[src/rtl/msi_cfg_pkg.sv]
`timescale 1ns/1ps
package msi_cfg_pkg;
    typedef enum logic [0:0] {ST_IDLE, ST_EVAL} dec_state_e;

    typedef enum logic [2:0] {
        RG_NONE, RG_CTL, RG_ALO, RG_AHI, RG_DAT, RG_MSK, RG_PND
    } reg_sel_e;

    localparam logic [11:0] ADDR_HDR = 12'hFEE;
    localparam logic [7:0]  VEC_LO   = 8'h10;
    localparam logic [7:0]  VEC_HI   = 8'hFE;
    localparam int          LEN_BASE = 10;
    localparam int          LEN_W64  = 4;
    localparam int          LEN_MSK  = 10;
endpackage

[src/rtl/msi_cfg_regs.sv]
`timescale 1ns/1ps
module msi_cfg_regs
    import msi_cfg_pkg::*;
#(
    parameter int AW = 8
) (
    input  logic          clk,
    input  logic          rst_n,
    input  logic [AW-1:0] cap_base,
    input  logic          strap_is64,
    input  logic          strap_mask,
    input  logic [2:0]    strap_mmc,
    input  logic          wr_en,
    input  logic [AW-1:0] wr_off,
    input  logic [2:0]    wr_len,
    input  logic [31:0]   wr_data,
    input  logic [AW-1:0] rd_off,
    output logic [31:0]   rd_data,
    output logic          ctl_en,
    output logic [2:0]    ctl_mme,
    output logic [31:0]   addr_lo,
    output logic [31:0]   addr_hi,
    output logic [15:0]   msg_data,
    output logic          wr_eval,
    output logic          wr_bad
);
    localparam int CTL_REL = 2;

    logic [31:0] mask_q;
    logic [7:0]  vec_cache;
    logic        wr_ok;
    reg_sel_e    wsel, rsel;

    function automatic reg_sel_e find_reg(input logic [AW-1:0] off,
                                          input logic [AW-1:0] base,
                                          input logic w64, input logic msk);
        logic [AW-1:0] rel;
        logic          below;
        reg_sel_e      r;
        below = ({1'b0, off} < ({1'b0, base} + (AW+1)'(CTL_REL)));
        rel   = off - base;
        r     = RG_NONE;
        if (!below) begin
            if (rel == AW'(2))       r = RG_CTL;
            else if (rel == AW'(4))  r = RG_ALO;
            else if (w64) begin
                if (rel == AW'(8))              r = RG_AHI;
                else if (rel == AW'(12))        r = RG_DAT;
                else if (msk && rel == AW'(16)) r = RG_MSK;
                else if (msk && rel == AW'(20)) r = RG_PND;
            end else begin
                if (rel == AW'(8))              r = RG_DAT;
                else if (msk && rel == AW'(12)) r = RG_MSK;
                else if (msk && rel == AW'(16)) r = RG_PND;
            end
        end
        return r;
    endfunction

    function automatic logic [31:0] merge(input logic [31:0] old,
                                          input logic [31:0] nw,
                                          input logic [2:0] len);
        if (len == 3'd1)      return {old[31:8], nw[7:0]};
        else if (len == 3'd2) return {old[31:16], nw[15:0]};
        else                  return nw;
    endfunction

    assign wsel = find_reg(wr_off, cap_base, strap_is64, strap_mask);
    assign rsel = find_reg(rd_off, cap_base, strap_is64, strap_mask);

    always_comb begin
        wr_ok   = 1'b0;
        wr_eval = 1'b0;
        if (wr_en) begin
            unique case (wsel)
                RG_CTL: begin
                    wr_ok   = (wr_len == 3'd2);
                    wr_eval = wr_ok;
                end
                RG_ALO, RG_AHI: begin
                    wr_ok   = !ctl_en || (wr_len == 3'd4);
                    wr_eval = wr_ok && ctl_en;
                end
                RG_DAT: begin
                    wr_ok   = !ctl_en || (wr_len >= 3'd2 && wr_data[7:0] == vec_cache);
                    wr_eval = wr_ok && ctl_en;
                end
                RG_MSK:  wr_ok = (wr_len == 3'd4);
                default: wr_ok = 1'b0;
            endcase
        end
    end
    assign wr_bad = wr_en && !wr_ok;

    always_ff @(posedge clk) begin
        if (!rst_n) begin
            ctl_en    <= 1'b0;
            ctl_mme   <= 3'd0;
            addr_lo   <= '0;
            addr_hi   <= '0;
            msg_data  <= '0;
            mask_q    <= '0;
            vec_cache <= '0;
        end else if (wr_ok) begin
            unique case (wsel)
                RG_CTL: begin
                    ctl_en    <= wr_data[0];
                    ctl_mme   <= wr_data[6:4];
                    vec_cache <= msg_data[7:0];
                end
                RG_ALO: addr_lo <= merge(addr_lo, wr_data, wr_len);
                RG_AHI: addr_hi <= merge(addr_hi, wr_data, wr_len);
                RG_DAT: begin
                    msg_data <= (wr_len == 3'd1) ? {msg_data[15:8], wr_data[7:0]} : wr_data[15:0];
                    if (ctl_en) vec_cache <= wr_data[7:0];
                end
                RG_MSK:  mask_q <= wr_data;
                default: ;
            endcase
        end
    end

    always_comb begin
        unique case (rsel)
            RG_CTL:  rd_data = {16'h0, 7'h0, strap_mask, strap_is64, ctl_mme, strap_mmc, ctl_en};
            RG_ALO:  rd_data = addr_lo;
            RG_AHI:  rd_data = addr_hi;
            RG_DAT:  rd_data = {16'h0, msg_data};
            RG_MSK:  rd_data = mask_q;
            default: rd_data = '0;
        endcase
    end


    wr_excl_chk: assert property (@(posedge clk) disable iff (!rst_n)
        $onehot0({wr_eval, wr_bad}));
endmodule

[src/rtl/msi_msg_check.sv]
`timescale 1ns/1ps
module msi_msg_check
    import msi_cfg_pkg::*;
(
    input  logic [2:0]  mme,
    input  logic [2:0]  mmc,
    input  logic        is64,
    input  logic [31:0] alo,
    input  logic [31:0] ahi,
    input  logic [15:0] dat,
    output logic        ok,
    output logic [7:0]  vec,
    output logic [7:0]  cnt,
    output logic        logical,
    output logic [2:0]  del,
    output logic [7:0]  dest
);
    logic cnt_bad, hi_bad, hdr_bad, mbz_bad, vec_bad, del_bad, trig_bad;

    always_comb begin
        cnt_bad  = (mme > mmc);
        hi_bad   = is64 && (ahi != 32'h0);
        hdr_bad  = (alo[31:20] != ADDR_HDR);
        mbz_bad  = (alo[1:0] != 2'b00) || (alo[11:4] != 8'h00);
        vec_bad  = (dat[7:0] < VEC_LO) || (dat[7:0] > VEC_HI);
        del_bad  = (dat[10:8] > 3'd1);
        trig_bad = dat[15];
        ok       = !(cnt_bad | hi_bad | hdr_bad | mbz_bad | vec_bad | del_bad | trig_bad);
        vec      = dat[7:0];
        cnt      = 8'd1 << mme;
        logical  = alo[3] & alo[2];
        del      = dat[10:8];
        dest     = alo[19:12];
    end
endmodule

[src/rtl/msi_cap_decoder.sv]
`timescale 1ns/1ps
module msi_cap_decoder
    import msi_cfg_pkg::*;
#(
    parameter int AW = 8
) (
    input  logic          clk,
    input  logic          rst_n,
    input  logic [AW-1:0] cap_base,
    input  logic          strap_is64,
    input  logic          strap_mask,
    input  logic [2:0]    strap_mmc,
    input  logic          wr_en,
    input  logic [AW-1:0] wr_off,
    input  logic [2:0]    wr_len,
    input  logic [31:0]   wr_data,
    input  logic [AW-1:0] rd_off,
    output logic [31:0]   rd_data,
    input  logic          err_clr,
    output logic [4:0]    cap_len,
    output logic          msi_en,
    output logic [7:0]    base_vec,
    output logic [7:0]    vec_cnt,
    output logic          dest_logical,
    output logic [2:0]    del_mode,
    output logic [7:0]    dest_id,
    output logic          cfg_err
);
    dec_state_e  state_q, state_d;
    logic        ctl_en, wr_eval, wr_bad, chk_ok, err_set;
    logic [2:0]  ctl_mme, c_del;
    logic [31:0] addr_lo, addr_hi;
    logic [15:0] msg_data;
    logic [7:0]  c_vec, c_cnt, c_dest;
    logic        c_logical;

    assign cap_len = 5'(LEN_BASE) + (strap_is64 ? 5'(LEN_W64) : 5'd0)
                   + (strap_mask ? 5'(LEN_MSK) : 5'd0);

    msi_cfg_regs #(.AW(AW)) u_regs (
        .clk(clk), .rst_n(rst_n), .cap_base(cap_base),
        .strap_is64(strap_is64), .strap_mask(strap_mask), .strap_mmc(strap_mmc),
        .wr_en(wr_en), .wr_off(wr_off), .wr_len(wr_len), .wr_data(wr_data),
        .rd_off(rd_off), .rd_data(rd_data),
        .ctl_en(ctl_en), .ctl_mme(ctl_mme), .addr_lo(addr_lo), .addr_hi(addr_hi),
        .msg_data(msg_data), .wr_eval(wr_eval), .wr_bad(wr_bad)
    );

    msi_msg_check u_chk (
        .mme(ctl_mme), .mmc(strap_mmc), .is64(strap_is64),
        .alo(addr_lo), .ahi(addr_hi), .dat(msg_data),
        .ok(chk_ok), .vec(c_vec), .cnt(c_cnt), .logical(c_logical),
        .del(c_del), .dest(c_dest)
    );

    always_comb begin
        unique case (state_q)
            ST_IDLE: state_d = wr_eval ? ST_EVAL : ST_IDLE;
            ST_EVAL: state_d = wr_eval ? ST_EVAL : ST_IDLE;
            default: state_d = ST_IDLE;
        endcase
    end

    always_ff @(posedge clk) begin
        if (!rst_n) state_q <= ST_IDLE;
        else        state_q <= state_d;
    end

    assign err_set = wr_bad || (state_q == ST_EVAL && ctl_en && !chk_ok);

    always_ff @(posedge clk) begin
        if (!rst_n) begin
            msi_en       <= 1'b0;
            base_vec     <= '0;
            vec_cnt      <= '0;
            dest_logical <= 1'b0;
            del_mode     <= '0;
            dest_id      <= '0;
            cfg_err      <= 1'b0;
        end else begin
            if (err_set)      cfg_err <= 1'b1;
            else if (err_clr) cfg_err <= 1'b0;
            unique case (state_q)
                ST_EVAL: begin
                    if (!ctl_en) begin
                        msi_en <= 1'b0;
                    end else if (chk_ok) begin
                        msi_en       <= 1'b1;
                        base_vec     <= c_vec;
                        vec_cnt      <= c_cnt;
                        dest_logical <= c_logical;
                        del_mode     <= c_del;
                        dest_id      <= c_dest;
                    end
                end
                default: ;
            endcase
        end
    end


    pub_vec_range_chk: assert property (@(posedge clk) disable iff (!rst_n)
        msi_en |-> (base_vec >= VEC_LO && base_vec <= VEC_HI));

    pub_del_chk: assert property (@(posedge clk) disable iff (!rst_n)
        msi_en |-> del_mode <= 3'd1);

    cnt_pow2_chk: assert property (@(posedge clk) disable iff (!rst_n)
        msi_en |-> $countones(vec_cnt) == 1);

    rise_after_eval_chk: assert property (@(posedge clk) disable iff (!rst_n)
        $rose(msi_en) |-> $past(state_q == ST_EVAL));

    err_sticky_chk: assert property (@(posedge clk) disable iff (!rst_n)
        cfg_err && !err_clr |=> cfg_err);
endmodule

[config.mk]
export PLATFORM = sky130hd
export DESIGN_NAME = msi_cap_decoder
export DESIGN_NICKNAME = d
export VERILOG_FILES = /design/src/rtl/msi_cfg_pkg.sv /design/src/rtl/msi_cfg_regs.sv /design/src/rtl/msi_msg_check.sv /design/src/rtl/msi_cap_decoder.sv
export SDC_FILE = /design/constraint.sdc
export NUM_CORES = 1
export LEC_CHECK = 0
export CAP_MARGIN = 20
export CELL_PAD_IN_SITES_DETAIL_PLACEMENT = 1
export CELL_PAD_IN_SITES_GLOBAL_PLACEMENT = 1
export CORE_MARGIN = 1
export CORE_UTILIZATION = 42
export CTS_BUF_LIST = sky130_fd_sc_hd__clkbuf_4
export DETAILED_ROUTE_END_ITERATION = 10
export PLACE_DENSITY_LB_ADDON = 0.15
export SYNTH_ARGS = -nofsm -noshare
export SYNTH_HDL_FRONTEND = slang
export SYNTH_SLANG_ARGS = --single-unit
export TNS_END_PERCENT = 5
[constraint.sdc]
create_clock -name clk -period 6.6 [get_ports clk]
set_input_delay 1.65 -clock clk [delete_from_list [all_inputs] [get_ports clk]]
set_output_delay 1.65 -clock clk [all_outputs]
set_load 0.005 [all_outputs]
# After elaboration in Yosys (flattened, before gate mapping)
# Cells that the tools add are included.
[word_totals]
output_inout_bits = 67
elab_cells = 149
regBits = 155
[classes]
order_cmp = 7
eq_ne = 29
n_reduce_logical = 39
muxes = 38
n_bitwise = 10
n_shift = 1
add_sub_neg = 5
[op_table]
columns = ["cell", "count"]
rows = [
  ["one-hot mux 32 bit (5 select lines)", 1],
  ["2-to-1 mux 3 bit", 23],
  ["equality test 8 x 4 -> 1 bit, second input constant", 4],
  ["equality test 8 x 5 -> 1 bit, second input constant", 4],
  ["nonzero test 32 bit", 1],
  ["2-to-1 mux 8 bit", 3],
  ["< comparator 8 x 9 -> 1 bit", 2],
  ["equality test 8 x 2 -> 1 bit, second input constant", 2],
  ["equality test 8 x 3 -> 1 bit, second input constant", 2],
  ["one-hot mux 8 bit (2 select lines)", 1],
  ["subtractor 8 bit", 2],
  ["equality test 3 x 2 -> 1 bit, second input constant", 5],
  ["equality test 3 bit, second input constant", 5],
  ["AND reduction 3 bit", 5],
  ["logical AND 1 bit", 13],
  ["!= test 12 bit, second input constant", 1],
  ["AND reduction 2 bit", 6],
  ["adder 8 x 2 -> 9 bit, second input constant", 1],
  ["equality test 3 x 1 -> 1 bit, second input constant", 3],
  ["equality test 8 bit", 1],
  ["greater-than comparator 8 bit, second input constant", 1],
  ["< comparator 8 x 5 -> 1 bit, second input constant", 1],
  ["AND reduction 4 bit", 2],
  ["nonzero test 8 bit", 1],
  ["19 further kinds", 39],
]

# Longest topological paths before layout
[depth]
word_depth = 19
depth_mapped = 16
ltp_nobuf = 14

# Cells and area by module
# A second synthesis with hierarchy kept.
[hier_totals]
hier_cells = 1029
hier_area_um2 = 9228.9
[by_module_without_submodules]
columns = ["mod", "n_inst", "cells_per_inst", "area_each_um2"]
rows = [
  ["msi_cfg_regs", 1, 823, 7480.9],
  ["msi_cap_decoder", 1, 142, 1303.8],
  ["msi_msg_check", 1, 64, 444.2],
]

# Least setup slack after synthesis
# Ideal clock, no wire load.
[synth_timing]
path_type = "input to output"
start = "input cap_base[1]"
end = "output rd_data[21]"
required_ns = 4.950
slack_ns = 0.392
stages = 15
n_path_buf = 2
t_arrival_ns = 4.558
cell_sequence = "ha_1 and3_1 xnor2_1 ha_1 o21a_1 o21ai_0 o21ai_0 o2111ai_1 or4_1 nor3_1 nor3b_1 nor2b_1 clkbuf_1 buf_2 a22o_1"
[synth_between]
elab_chain_cells = 13
word_cells_on_any_way = 29
classes_between = "2 x add/sub; 1 x order compare; 11 x eq/ne; 12 x mux; 3 x reduce/logical"
[synth_lines]
columns = ["item", "line_no", "source"]
rows = [
  ["start, declared", "msi_cap_decoder.sv:9", "input logic [AW-1:0] cap_base,"],
  ["subtractor 8 bit", "msi_cfg_regs.sv:41", "rel = off - base;"],
  ["equality test 8 x 5 -> 1 bit", "msi_cfg_regs.sv:50", "else if (msk && rel == AW'(20)) r = RG_PND;"],
  ["logical AND 1 bit", "msi_cfg_regs.sv:50", ""],
  ["2-to-1 mux 3 bit", "msi_cfg_regs.sv:50", ""],
  ["2-to-1 mux 3 bit", "msi_cfg_regs.sv:49", "else if (msk && rel == AW'(16)) r = RG_MSK;"],
  ["2-to-1 mux 3 bit", "msi_cfg_regs.sv:48", "else if (rel == AW'(12)) r = RG_DAT;"],
  ["2-to-1 mux 3 bit", "msi_cfg_regs.sv:47", "if (rel == AW'(8)) r = RG_AHI;"],
  ["2-to-1 mux 3 bit", "msi_cfg_regs.sv:46", "else if (w64) begin"],
  ["2-to-1 mux 3 bit", "msi_cfg_regs.sv:45", "else if (rel == AW'(4)) r = RG_ALO;"],
  ["2-to-1 mux 3 bit", "msi_cfg_regs.sv:44", "if (rel == AW'(2)) r = RG_CTL;"],
  ["2-to-1 mux 3 bit *", "msi_cfg_regs.sv:43", "if (!below) begin"],
  ["equality test 3 bit, or another cell as far along", "msi_cfg_regs.sv:124", "unique case (rsel)"],
  ["one-hot mux 32 bit (5 select lines) *", "msi_cfg_regs.sv:124", ""],
  ["end, declared", "msi_cap_decoder.sv:18", "output logic [31:0] rd_data,"],
]
# Mark *: on every way between the ends. The rest lies on a longest branch, timed or not.

# Worst setup path in the final report
[layout_timing]
start = "input rd_off[1]"
end = "output rd_data[19]"
[layout_between]
elab_chain_cells = 13
word_cells_on_any_way = 28
classes_between = "1 x add/sub; 1 x order compare; 11 x eq/ne; 12 x mux; 3 x reduce/logical"
[layout_lines]
columns = ["item", "line_no", "source"]
rows = [
  ["start, declared", "msi_cap_decoder.sv:17", "input logic [AW-1:0] rd_off,"],
  ["subtractor 8 bit", "msi_cfg_regs.sv:41", ""],
  ["equality test 8 x 5 -> 1 bit", "msi_cfg_regs.sv:50", ""],
  ["logical AND 1 bit", "msi_cfg_regs.sv:50", ""],
  ["2-to-1 mux 3 bit", "msi_cfg_regs.sv:50", ""],
  ["2-to-1 mux 3 bit", "msi_cfg_regs.sv:49", ""],
  ["2-to-1 mux 3 bit", "msi_cfg_regs.sv:48", ""],
  ["2-to-1 mux 3 bit", "msi_cfg_regs.sv:47", ""],
  ["2-to-1 mux 3 bit", "msi_cfg_regs.sv:46", ""],
  ["2-to-1 mux 3 bit", "msi_cfg_regs.sv:45", ""],
  ["2-to-1 mux 3 bit", "msi_cfg_regs.sv:44", ""],
  ["2-to-1 mux 3 bit *", "msi_cfg_regs.sv:43", ""],
  ["equality test 3 bit, or another cell as far along", "msi_cfg_regs.sv:124", ""],
  ["one-hot mux 32 bit (5 select lines) *", "msi_cfg_regs.sv:124", ""],
]
# Marks and branches as above.

==> impl_metrics.yaml <==
status:
  status: "complete, but fails checks"
  violations: "setup timing"
cells_and_area:
  area_growth_pct: 32.4
  fill_cells: 2254
  nets: 1259
  drive_gt1_share_pct: 20.0
  final_cell_mix: "dfxtp_1, mux2i_1, nor2_1"
  final_util_pct: 57.3
  final_common_cell: "dfxtp_1"
clock_tree:
  cts-root-buf: "clkbuf_4"
  clk_pin_slew_ps: 150
  holdBufCountCts: 0
  cts_buffers: 17
  cts_buffer_depth: 2
  h-tree-depth: 4
  clk_latency_ps: 580
  cts_tree: "yes"
  cts_num_sinks: 155
placed_design:
  numPortBuffers: 133
  place_congestion: 0.926
  place_hpwl_mm: 20.2
min_path:
  min_path_type: "reg2reg"
routing:
  route.detailed.drc: 0
  wl_per_cell_um: 20.5
  final_antenna_net_count: 0
  via_per_inst: 5.69
  first_pass_iters: 5
  num_vias: 8166
  wirelength_mm: 29.4
  drtIter0Drc: 463
critical_path:
  cp.required_ps: 4950
  start_kind: "input pin"
  arrival_ps: 4950
  path_max_fanout: 5
  cp-end-kind: "primary output"
  worstSetupPathType: "in2out"
global_routing:
  grt_start_max_net_pins: 55
  antenna_found_initial: 1
  grt_use_total_pct: 28.3
  grt_pass1_wl_mm: 45.2
  grt_pass1_vias: 8259
  grt_overflow: 0
synth:
  syn_nets: 1067
  syn_inst: 963
  netlist_area_mm2: 0.00854
  synth_edf_count: 0
  synth_flop_cell: "dfxtp_1"
  ys_seq_area_share_pct: 36.4
  asyncSetResetFlopFracSynth_pct: 0
  avgSynthCellArea_um2: 8.86
  synth.distinct_cells: 75
  synth-seq-cells: 155
  ys_warn_count: 0
power:
  power_per_cell_area_mw_per_mm2: 164
  leakage_nw: 4.72
  ir_drop_mv: 0.111
timing:
  fmax_mhz: 152
  fin_ws_ps: -0.179
  whs_ps: 465
  setup_violations: 1
  hold_viol_final: 0
  worst_pin_slew_ps: 964
  slew_viol_final: 0
  clock_skew_ps: 33.2
  fin_crit_sh_pct: 100
  max_slew_margin_pct: 35.7
  rsz0062_at_grt: "true"
  fin_crit_ps: 6600
job:
  drv_cap: 0
die:
  start_util_pct: 43.3
  row_count: 51
  io_pins: 135
  die_area_mm2: 0.0209
  die_y_um: 145
  core-area_mm2: 0.0197
  die_width_um: 145
## repair_timing
action                                 CTS  global route
buffers inserted                        23             1
pin swaps                               37            18
endpoints found under the hold margin    0             0
cloned                                   3             0
resized for setup                      193            31
setup endpoints to repair               32            32
## registers in the layout, indices dropped and copies added, names as in the netlist, 3 cells and up
signal / count
vec_cnt: 8
dest_id: 8
del_mode: 3
u_regs.msg_data: 16
u_regs.addr_hi: 32
u_regs.addr_lo: 32
u_regs.mask_q: 32
u_regs.ctl_mme: 3
u_regs.vec_cache: 8
base_vec: 8
## power by group
part           switching (mW)  internal, mW  leakage [nW]  total [mW]
Sequential           0.000730         0.937          1.25       0.937
Clock                   0.392         0.162         0.135       0.555
Combinational           0.194         0.163          3.34       0.357
## worst max-delay path: stages
cell and delay, ps:
clkdlybuf4s15_1 230, inv_2 60, fa_2 430, nor2b_4 150
o31a_1 240, buf_4 140, buf_4 120, a21oi_4 60
buf_6 140, nor4b_2 220, o211ai_1 230, a211oi_4 350
buf_6 160, nor2b_4 50, buf_6 130, buf_6 120
buf_4 120, a22o_1 200, buf_2 120
## Yosys cell counts, types with 5 or more instances
cell	count	area, um^2
dfxtp_1	155	3100
mux2i_1	142	1420
nor2_1	128	480
nand2_1	111	417
clkbuf_1	46	173
ha_1	34	425
a22o_1	32	280
inv_1	25	93.8
a21oi_1	24	120
nor4_1	18	113
a221oi_1	17	149
a22oi_1	17	128
xnor2_1	16	140
nand3_1	14	70.1
o21ai_0	14	70.1
a31oi_1	12	75.1
nor3_1	12	60.1
buf_2	10	50.1
nor2b_1	10	62.6
and3_1	8	50.1
mux2_2	8	90.1
nand4_1	8	50.1
xor2_1	7	61.3
nor4b_1	6	52.6
o21a_1	6	45.0
and2_1	5	31.3
nor3b_1	5	37.5
## through the flow
step                      cells  worst slack, ps  setup TNS [ps]  total power, mW  cell area [um^2]
after global routing       1434             -138           -1110             1.92             11300
after detailed placement   1375             -708          -20270             1.27             10600
after CTS                  1433            -16.4           -80.6             1.83             11200
final                      1434           -0.179          -0.179             1.85             11300
after global placement     1375             -618          -18200             1.26             10600
after floorplan             963              392               0             1.12              8540
## cells by family (layout without fill, tap and decap cells)
group	Yosys count	after routing	synth area share, %
compound gates	162	162	14.4
xor+xnor	24	24	2.55
fa+ha+maj	36	36	5.45
buf+inv	87	292	4.24
flops	155	155	36.4
mux	151	151	17.9
other cells	1	2	0.0439
simple gates	347	347	19.1
## layer usage
| layer | wire, um | track usage (%) |
|---|---|---|
| met1 | 13400 | 37.4 |
| met2 | 14400 | 48.4 |
| met3 | 1270 | 3.84 |
| met4 | 377 | 6.76 |
| met5 | 0 | 0 |
## layout make-up
class | instances | area (um^2) | area share, %
diodes | 1 | 2.50 | 0.0221
clock buffers | 17 | 128 | 1.13
clock inverters | 15 | 129 | 1.14
inverters | 26 | 101 | 0.897
multi-input cells | 721 | 5350 | 47.4
flip-flops and latches | 155 | 3100 | 27.5
well taps | 265 | 332 | 2.93
repair buffers | 234 | 2150 | 19.1
## worst paths after layout
check	from	to	cells after the start	slack, ps
setup / recovery	rd_off[1]	rd_data[19]	19	-0.2
hold / removal	vec_cnt[7]$_SDFFE_PN0P_	vec_cnt[7]$_SDFFE_PN0P_	2	470
setup reg to reg	u_regs.ctl_mme[1]$_SDFFE_PN0P_	vec_cnt[7]$_SDFFE_PN0P_	8	3140
hold reg to reg	vec_cnt[7]$_SDFFE_PN0P_	vec_cnt[7]$_SDFFE_PN0P_	2	470
No activity file was read; power rests on OpenSTA's default activity.
